$ cat src/rtl/intr_pkg.sv
package intr_pkg;
  localparam int ADDR_W = 5;
  localparam int SEL_W  = ADDR_W - 2;

  localparam logic [SEL_W-1:0] SEL_ENABLE = 3'd0;
  localparam logic [SEL_W-1:0] SEL_RAW    = 3'd1;
  localparam logic [SEL_W-1:0] SEL_MASKED = 3'd2;
  localparam logic [SEL_W-1:0] SEL_NMI    = 3'd3;

  typedef struct packed {
    logic             enableWr;
    logic [SEL_W-1:0] rdSel;
  } strobe_t;
endpackage

$ cat src/rtl/intr_ctrl.sv
module intr_ctrl
  import intr_pkg::*;
(
  input  logic [ADDR_W-1:0] regAddr,
  input  logic              regWe,
  output strobe_t           strobes
);
  logic [SEL_W-1:0] wordIdx;
  logic             aligned;

  assign wordIdx = regAddr[ADDR_W-1:2];
  assign aligned = (regAddr[1:0] == 2'b00);

  always_comb begin
    strobes.enableWr = regWe && aligned && (wordIdx == SEL_ENABLE);
    strobes.rdSel    = wordIdx;
  end
endmodule

$ cat src/rtl/intr_datapath.sv
module intr_datapath
  import intr_pkg::*;
#(
  parameter int NUM_LINES = 32,
  parameter int NMI_LINES = 2,
  parameter int VEC_W = 8,
  parameter logic [VEC_W-1:0] SHARED_CODE = 8'h30
) (
  input  logic                 clk,
  input  logic                 rst,
  input  logic [NUM_LINES-1:0] irqLines,
  input  logic [NUM_LINES-1:0] regWrData,
  input  strobe_t              strobes,
  output logic [NUM_LINES-1:0] regRdData,
  output logic [VEC_W-1:0]     vecOut,
  output logic                 irqReq,
  output logic                 nmiReq
);
  localparam int MASKABLE = NUM_LINES - NMI_LINES - 1;
  localparam int IDX_W = $clog2(NUM_LINES);

  logic [NUM_LINES-1:0] enableReg, rawReg, nmiReg;
  logic [NUM_LINES-1:0] enableNext, rawNext, nmiNext, maskedNext;
  logic [IDX_W-1:0]     lowIdx;
  logic                 found, multi;
  logic [VEC_W-1:0]     vecNext;
  logic                 unusedLine0;

  assign unusedLine0 = irqLines[0];

  always_comb begin
    enableNext = strobes.enableWr ? regWrData : enableReg;
    rawNext = '0;
    rawNext[MASKABLE-1:0] = irqLines[MASKABLE:1];
    nmiNext = '0;
    nmiNext[NUM_LINES-1:NUM_LINES-NMI_LINES] = irqLines[NUM_LINES-1:NUM_LINES-NMI_LINES];
    maskedNext = rawNext & enableNext;
  end

  always_comb begin
    lowIdx = '0;
    found  = 1'b0;
    multi  = 1'b0;
    for (int i = 0; i < NUM_LINES; i++) begin
      if (maskedNext[i]) begin
        if (found) multi = 1'b1;
        else begin
          lowIdx = IDX_W'(i);
          found  = 1'b1;
        end
      end
    end
    if (!found)     vecNext = '0;
    else if (multi) vecNext = SHARED_CODE;
    else            vecNext = SHARED_CODE + VEC_W'(1) + VEC_W'(lowIdx);
  end

  always_ff @(posedge clk) begin
    if (rst) begin
      enableReg <= '0;
      rawReg    <= '0;
      nmiReg    <= '0;
      vecOut    <= '0;
      irqReq    <= 1'b0;
      nmiReq    <= 1'b0;
    end else begin
      enableReg <= enableNext;
      rawReg    <= rawNext;
      nmiReg    <= nmiNext;
      vecOut    <= vecNext;
      irqReq    <= found;
      nmiReq    <= |nmiNext;
    end
  end

  always_comb begin
    case (strobes.rdSel)
      SEL_ENABLE: regRdData = enableReg;
      SEL_RAW:    regRdData = rawReg;
      SEL_MASKED: regRdData = rawReg & enableReg;
      SEL_NMI:    regRdData = nmiReg;
      default:    regRdData = '0;
    endcase
  end

  a_r8_req_iff_code: assert property (@(posedge clk) disable iff (rst)
    irqReq == (vecOut != '0));
  a_r7_shared_has_req: assert property (@(posedge clk) disable iff (rst)
    (vecOut == SHARED_CODE) |-> irqReq);
  a_r6_code_in_range: assert property (@(posedge clk) disable iff (rst)
    irqReq |-> (vecOut >= SHARED_CODE && vecOut <= SHARED_CODE + VEC_W'(MASKABLE)));
  a_r10_nmi_follows_status: assert property (@(posedge clk) disable iff (rst)
    nmiReq == (nmiReg != '0));
  a_r2_enable_loads: assert property (@(posedge clk) disable iff (rst)
    (strobes.enableWr && !rst) |=> enableReg == $past(regWrData));
  a_r3_enable_holds: assert property (@(posedge clk) disable iff (rst)
    (!strobes.enableWr && !rst) |=> $stable(enableReg));
  a_r4_raw_tracks_lines: assert property (@(posedge clk) disable iff (rst)
    !rst |=> rawReg[MASKABLE-1:0] == $past(irqLines[MASKABLE:1]));
  a_r4_raw_top_zero: assert property (@(posedge clk) disable iff (rst)
    rawReg[NUM_LINES-1:MASKABLE] == '0);
endmodule

$ cat src/rtl/intr_vector_ctrl.sv
module intr_vector_ctrl
  import intr_pkg::*;
#(
  parameter int NUM_LINES = 32,
  parameter int NMI_LINES = 2,
  parameter int VEC_W = 8
) (
  input  logic                 clk,
  input  logic                 rst,
  input  logic [NUM_LINES-1:0] irqLines,
  input  logic [ADDR_W-1:0]    regAddr,
  input  logic                 regWe,
  input  logic [NUM_LINES-1:0] regWrData,
  output logic [NUM_LINES-1:0] regRdData,
  output logic [VEC_W-1:0]     vecOut,
  output logic                 irqReq,
  output logic                 nmiReq
);
  strobe_t strobes;

  intr_ctrl u_ctrl (
    .regAddr(regAddr),
    .regWe(regWe),
    .strobes(strobes)
  );

  intr_datapath #(
    .NUM_LINES(NUM_LINES),
    .NMI_LINES(NMI_LINES),
    .VEC_W(VEC_W)
  ) u_dp (
    .clk(clk),
    .rst(rst),
    .irqLines(irqLines),
    .regWrData(regWrData),
    .strobes(strobes),
    .regRdData(regRdData),
    .vecOut(vecOut),
    .irqReq(irqReq),
    .nmiReq(nmiReq)
  );
endmodule

$ cat config.mk
export PLATFORM = sky130hd
export DESIGN_NAME = intr_vector_ctrl
export DESIGN_NICKNAME = d
export VERILOG_FILES = /design/src/rtl/intr_pkg.sv /design/src/rtl/intr_ctrl.sv /design/src/rtl/intr_datapath.sv /design/src/rtl/intr_vector_ctrl.sv
export SDC_FILE = /design/constraint.sdc
export NUM_CORES = 1
export LEC_CHECK = 0
export BUFFER_PORTS_ARGS = -buffer_cell sky130_fd_sc_hd__buf_2
export CORE_MARGIN = 2
export CORE_UTILIZATION = 53
export CTS_CLUSTER_DIAMETER = 50
export CTS_CLUSTER_SIZE = 30
export DETAILED_ROUTE_END_ITERATION = 7
export PLACE_DENSITY = 0.88
export RECOVER_POWER = 25
export SLEW_MARGIN = 5
export SYNTH_ARGS = -nofsm -noshare
export SYNTH_HDL_FRONTEND = slang
export SYNTH_SLANG_ARGS = --single-unit
$ cat constraint.sdc
create_clock -name clk -period 4.9 [get_ports clk]
set_input_delay 0.49 -clock clk [delete_from_list [all_inputs] [get_ports clk]]
set_output_delay 0.49 -clock clk [all_outputs]
set_load 0.05 [all_outputs]
==> out/results.txt <==
Global-route wire length before repair: 20,400 um. Worst setup path startpoint: regAddr[1]. The worst path buffer plus inverter count works out to 3.

Dividing total power by cell area gives a power density of 252 mW/mm^2. The detail-routed net length per standard cell came out at 16.6 um. Pin placement for this block handled 114 I/O pins. The number of gates resized after CTS was 0. In this run the critical register-to-register path is launched from u_dp.enableReg[13]. The most frequently used flop master after synthesis is sky130_fd_sc_hd__dfxtp_1. At the worst endpoint, the arrival time is 4.32 ns.

The cell with the biggest individual delay on the critical path is sky130_fd_sc_hd__or3b_2. The clock reaches the later pin of the worst-skew pair after 0.35 ns. The run gives 72 as the count of clock tree sinks.

The maximum count of clock buffers along a single path is 2. Number of max-capacitance violations reported: 1. 0 antenna diodes ended up in the layout. The fraction of final layout cells with drive strength greater than 1 is 0.262.

The number of standard cells in the layout, taps in and fillers out is 777. The tools report the DRC violation count after routing as 0. Walking the worst path, the cells encountered are buf_2, or3b_2, nor2_8, buf_4, mux2i_1, nor4_1, nand2_1, or4_4, nor2_1, a221o_1, a21o_1, ha_1, inv_1, a2111oi_0, xnor2_1, a21oi_1.

Final count of hold timing violations: 0. Global routing finished with a remaining overflow of 0. Adding up every negative setup slack in the final design gives 0 ns. Setup repair after global routing left no endpoint under its margin. Number of flip-flops and latches in the synthesized netlist: 72. STA classifies the critical path endpoint as a register. The final critical-path setup slack is 0.820 ns. The routed layout has 4,674 vias. The post-synthesis async set-or-reset flop share was 0; the number of synthesized flops with an enable pin was 0. Via density per instance: 6.02. The final worst-path cycle share came out at 0.833. Sort of element at the start of the critical path: an input port. In this run, placement finished with an instance count of 761. The static leakage is 2.26 nW, and the count of input and output buffers is 111. Summed over all layers, the routed wires come to 12,900 um. The worst IR drop on VDD is 0.196 mV, and the largest driver fanout on the critical path is 26.

The global-route usage over all layers was 0.289. The endpoint of the worst-slack reg-to-reg timing path is u_dp.vecOut[4]. The area added between synthesis and finish is 19.9%. The total standard cell area after synthesis came out at 0.00433 mm^2. Class of the most critical hold timing path: in -> reg. Mean instance size in the synthesized netlist: 7.68 um^2.

The initialized floorplan defines 32 standard-cell rows. In this run the remaining antenna-violating nets after routing total 0. The checks that failed: capacitance limit, slew limit. The detailed placement HPWL came out at 9330 um. The logs give 0 for the synthesis warning total and 0 for the number of hold buffers added after CTS. OpenSTA, run right after detailed placement, puts the worst setup slack at 0.510 ns.

Measured along the y axis, the die boundary spans 94.4 um. TritonCTS built the clock tree. The depth of the critical timing path with buffers and inverters included works out to 16. The tree is rooted in a sky130_fd_sc_hd__clkbuf_8.

The register area share after synthesis is 0.333, and the routability-driven placement congestion ratio is 0.987. Largest net degree at the start of global routing: 65. The switching fraction of total power came out at 0.300. Power share of the combinational group: 0.166.

Synthesis produced a netlist whose cell count is 563. The fraction of power consumed by the clock network is 0.366. For the number of detailed-route iterations in the first pass, the log shows 5. Buffers added to address setup during post-CTS repair amount to 0. The number of slew-limit violations in the final report is 65, and the floorplan core area is 0.00781 mm^2.

The kind of cell adding the most delay to the critical path was simple AND/OR/NAND/NOR gates. The normalized max-slew margin is -0.874. Clock tree synthesis inserted a total of 9 buffers. The die covers 0.00890 mm^2. Summing all placed instances gives a cell area of 0.00500 mm^2.

STA puts the critical path data required time at 5.14 ns. The peak clock frequency supported by timing was 245 MHz; the transition time of the tightest slew-check pin was 2.81 ns. Clock-pin slew was measured on the worst setup and hold paths at 0.08 ns. Setup violations remaining at the end of the flow were counted as 0. Via count of the first global-routing pass: 4,282. On the worst path, the slowest cell contributes a delay of 0.59 ns.

In this run the worst setup path terminates at u_dp.vecOut[4]. The area of all placed cells without fillers came out at 0.00519 mm^2. The number of nets in the synthesized netlist is 636. The minimum clock period was 4.08 ns. In this run, distinct cell masters in the synthesized netlist total 65. The detailed router finished its first iteration with 380 violations. The run finished, with violations left. The depth of the most critical reg-to-reg path is 13, and the starting density of the core is 0.554. For the final net count, the log shows 743. The initial antenna violation count is 0, and the width of the die is 94.4 um.

The clock tree synthesis step divided the H-tree into 3 levels. The category of the most critical setup path was in -> reg. The run gives 0.468 as the sequential share of power. The setup skew after layout is 0.00748 ns, and the hold slack is 0.365 ns. The worst register-to-register path has a setup slack of 1.31 ns. Cell internal power was estimated by the tool at 0.917 mW. In this run the power spent charging and discharging nets is 0.393 mW.
-- cell families after synthesis --
family,Yosys count,synth area share
fa+ha+maj,1,0.00289
buf+inv,40,0.0425
flops,72,0.333
other cells,1,0.000867
mux,20,0.0489
simple gates,264,0.311
compound gates,162,0.255
xor+xnor,3,0.00607
-- synth_stat cells (all sizes together), types with 3 or more instances --
cell / n / share of area
a31o: 7 / 0.014
nor2b: 35 / 0.051
clkbuf: 25 / 0.022
a32oi: 27 / 0.055
o22ai: 4 / 0.0058
and3: 5 / 0.0072
a21oi: 55 / 0.064
nor2: 49 / 0.046
nand4: 4 / 0.0058
nand3: 11 / 0.014
a21bo: 3 / 0.0069
a31oi: 16 / 0.023
or2: 3 / 0.0049
a21o: 4 / 0.0069
o21ai: 16 / 0.019
nor4: 5 / 0.011
xnor2: 3 / 0.0061
mux2i: 17 / 0.041
buf: 10 / 0.016
nand2: 104 / 0.090
a211oi: 4 / 0.0069
mux2: 3 / 0.0078
nand2b: 27 / 0.039
nor3: 6 / 0.0069
o211ai: 3 / 0.0052
dfxtp: 72 / 0.33
a21boi: 4 / 0.0069
inv: 5 / 0.0043
-- worst min path at each step --
stage,cells after the start,end,slack [ns],startpoint
CTS,2,u_dp.rawReg[28],0.36,irqLines[29]
detailed placement,2,u_dp.enableReg[29],0.45,u_dp.enableReg[29]
global route,2,u_dp.rawReg[24],0.37,irqLines[25]
finish,2,u_dp.rawReg[28],0.37,irqLines[29]
floorplan,2,u_dp.enableReg[29],0.43,u_dp.enableReg[29]
global placement,2,u_dp.enableReg[29],0.44,u_dp.enableReg[29]
-- area by class of cell --
type,count,area [um^2]
clock inverters,7,71.3
repair buffers,131,702
inverters,5,18.8
well taps,102,128
clock buffers,9,124
multi-input cells,451,2700
fillers,699,2620
flip-flops and latches,72,1440
-- per-stage QoR --
stage	power, mW	utilization
2_1_floorplan	0.761	-
3_3_place_gp	0.835	0.640
3_5_place_dp	0.840	0.640
4_1_cts	1.31	0.665
5_1_grt	1.35	0.665
6_report	1.31	0.665
-- layout by cell type (no fill, tap or decap), types with 6 or more instances in the layout --
cell type / count
sky130_fd_sc_hd__nand2b_1: 27
sky130_fd_sc_hd__buf_2: 111
sky130_fd_sc_hd__dfxtp_1: 72
sky130_fd_sc_hd__o21ai_0: 16
sky130_fd_sc_hd__a32oi_1: 27
sky130_fd_sc_hd__nor3_1: 6
sky130_fd_sc_hd__clkbuf_8: 9
sky130_fd_sc_hd__a31oi_1: 16
sky130_fd_sc_hd__nor2_1: 47
sky130_fd_sc_hd__buf_4: 19
sky130_fd_sc_hd__nand2_1: 104
sky130_fd_sc_hd__a21oi_1: 55
sky130_fd_sc_hd__a31o_2: 7
sky130_fd_sc_hd__nand3_1: 10
sky130_fd_sc_hd__mux2i_1: 15
sky130_fd_sc_hd__nor2b_1: 35
-- flip-flops by register name, indices dropped and copies added (netlist names) --
signal,cells
u_dp.enableReg,32
u_dp.rawReg,29
u_dp.vecOut,7
u_dp.nmiReg,2
u_dp.irqReq,1
u_dp.nmiReq,1
-- metal layers --
layer | part of all wire | GRT usage
met5 | 0 | 0
met2 | 0.47 | 0.483
met1 | 0.43 | 0.376
met3 | 0.076 | 0.0439
met4 | 0.020 | 0.110
-- power by group through the flow --
stage | Clock (mW) | Combinational (mW) | Sequential [mW]
2_1_floorplan | 0 | 0.121 | 0.641
3_3_place_gp | 0 | 0.210 | 0.625
3_5_place_dp | 0 | 0.214 | 0.626
4_1_cts | 0.478 | 0.215 | 0.613
5_1_grt | 0.502 | 0.235 | 0.615
6_report | 0.479 | 0.218 | 0.613
Power figures use the tool's default switching activity.
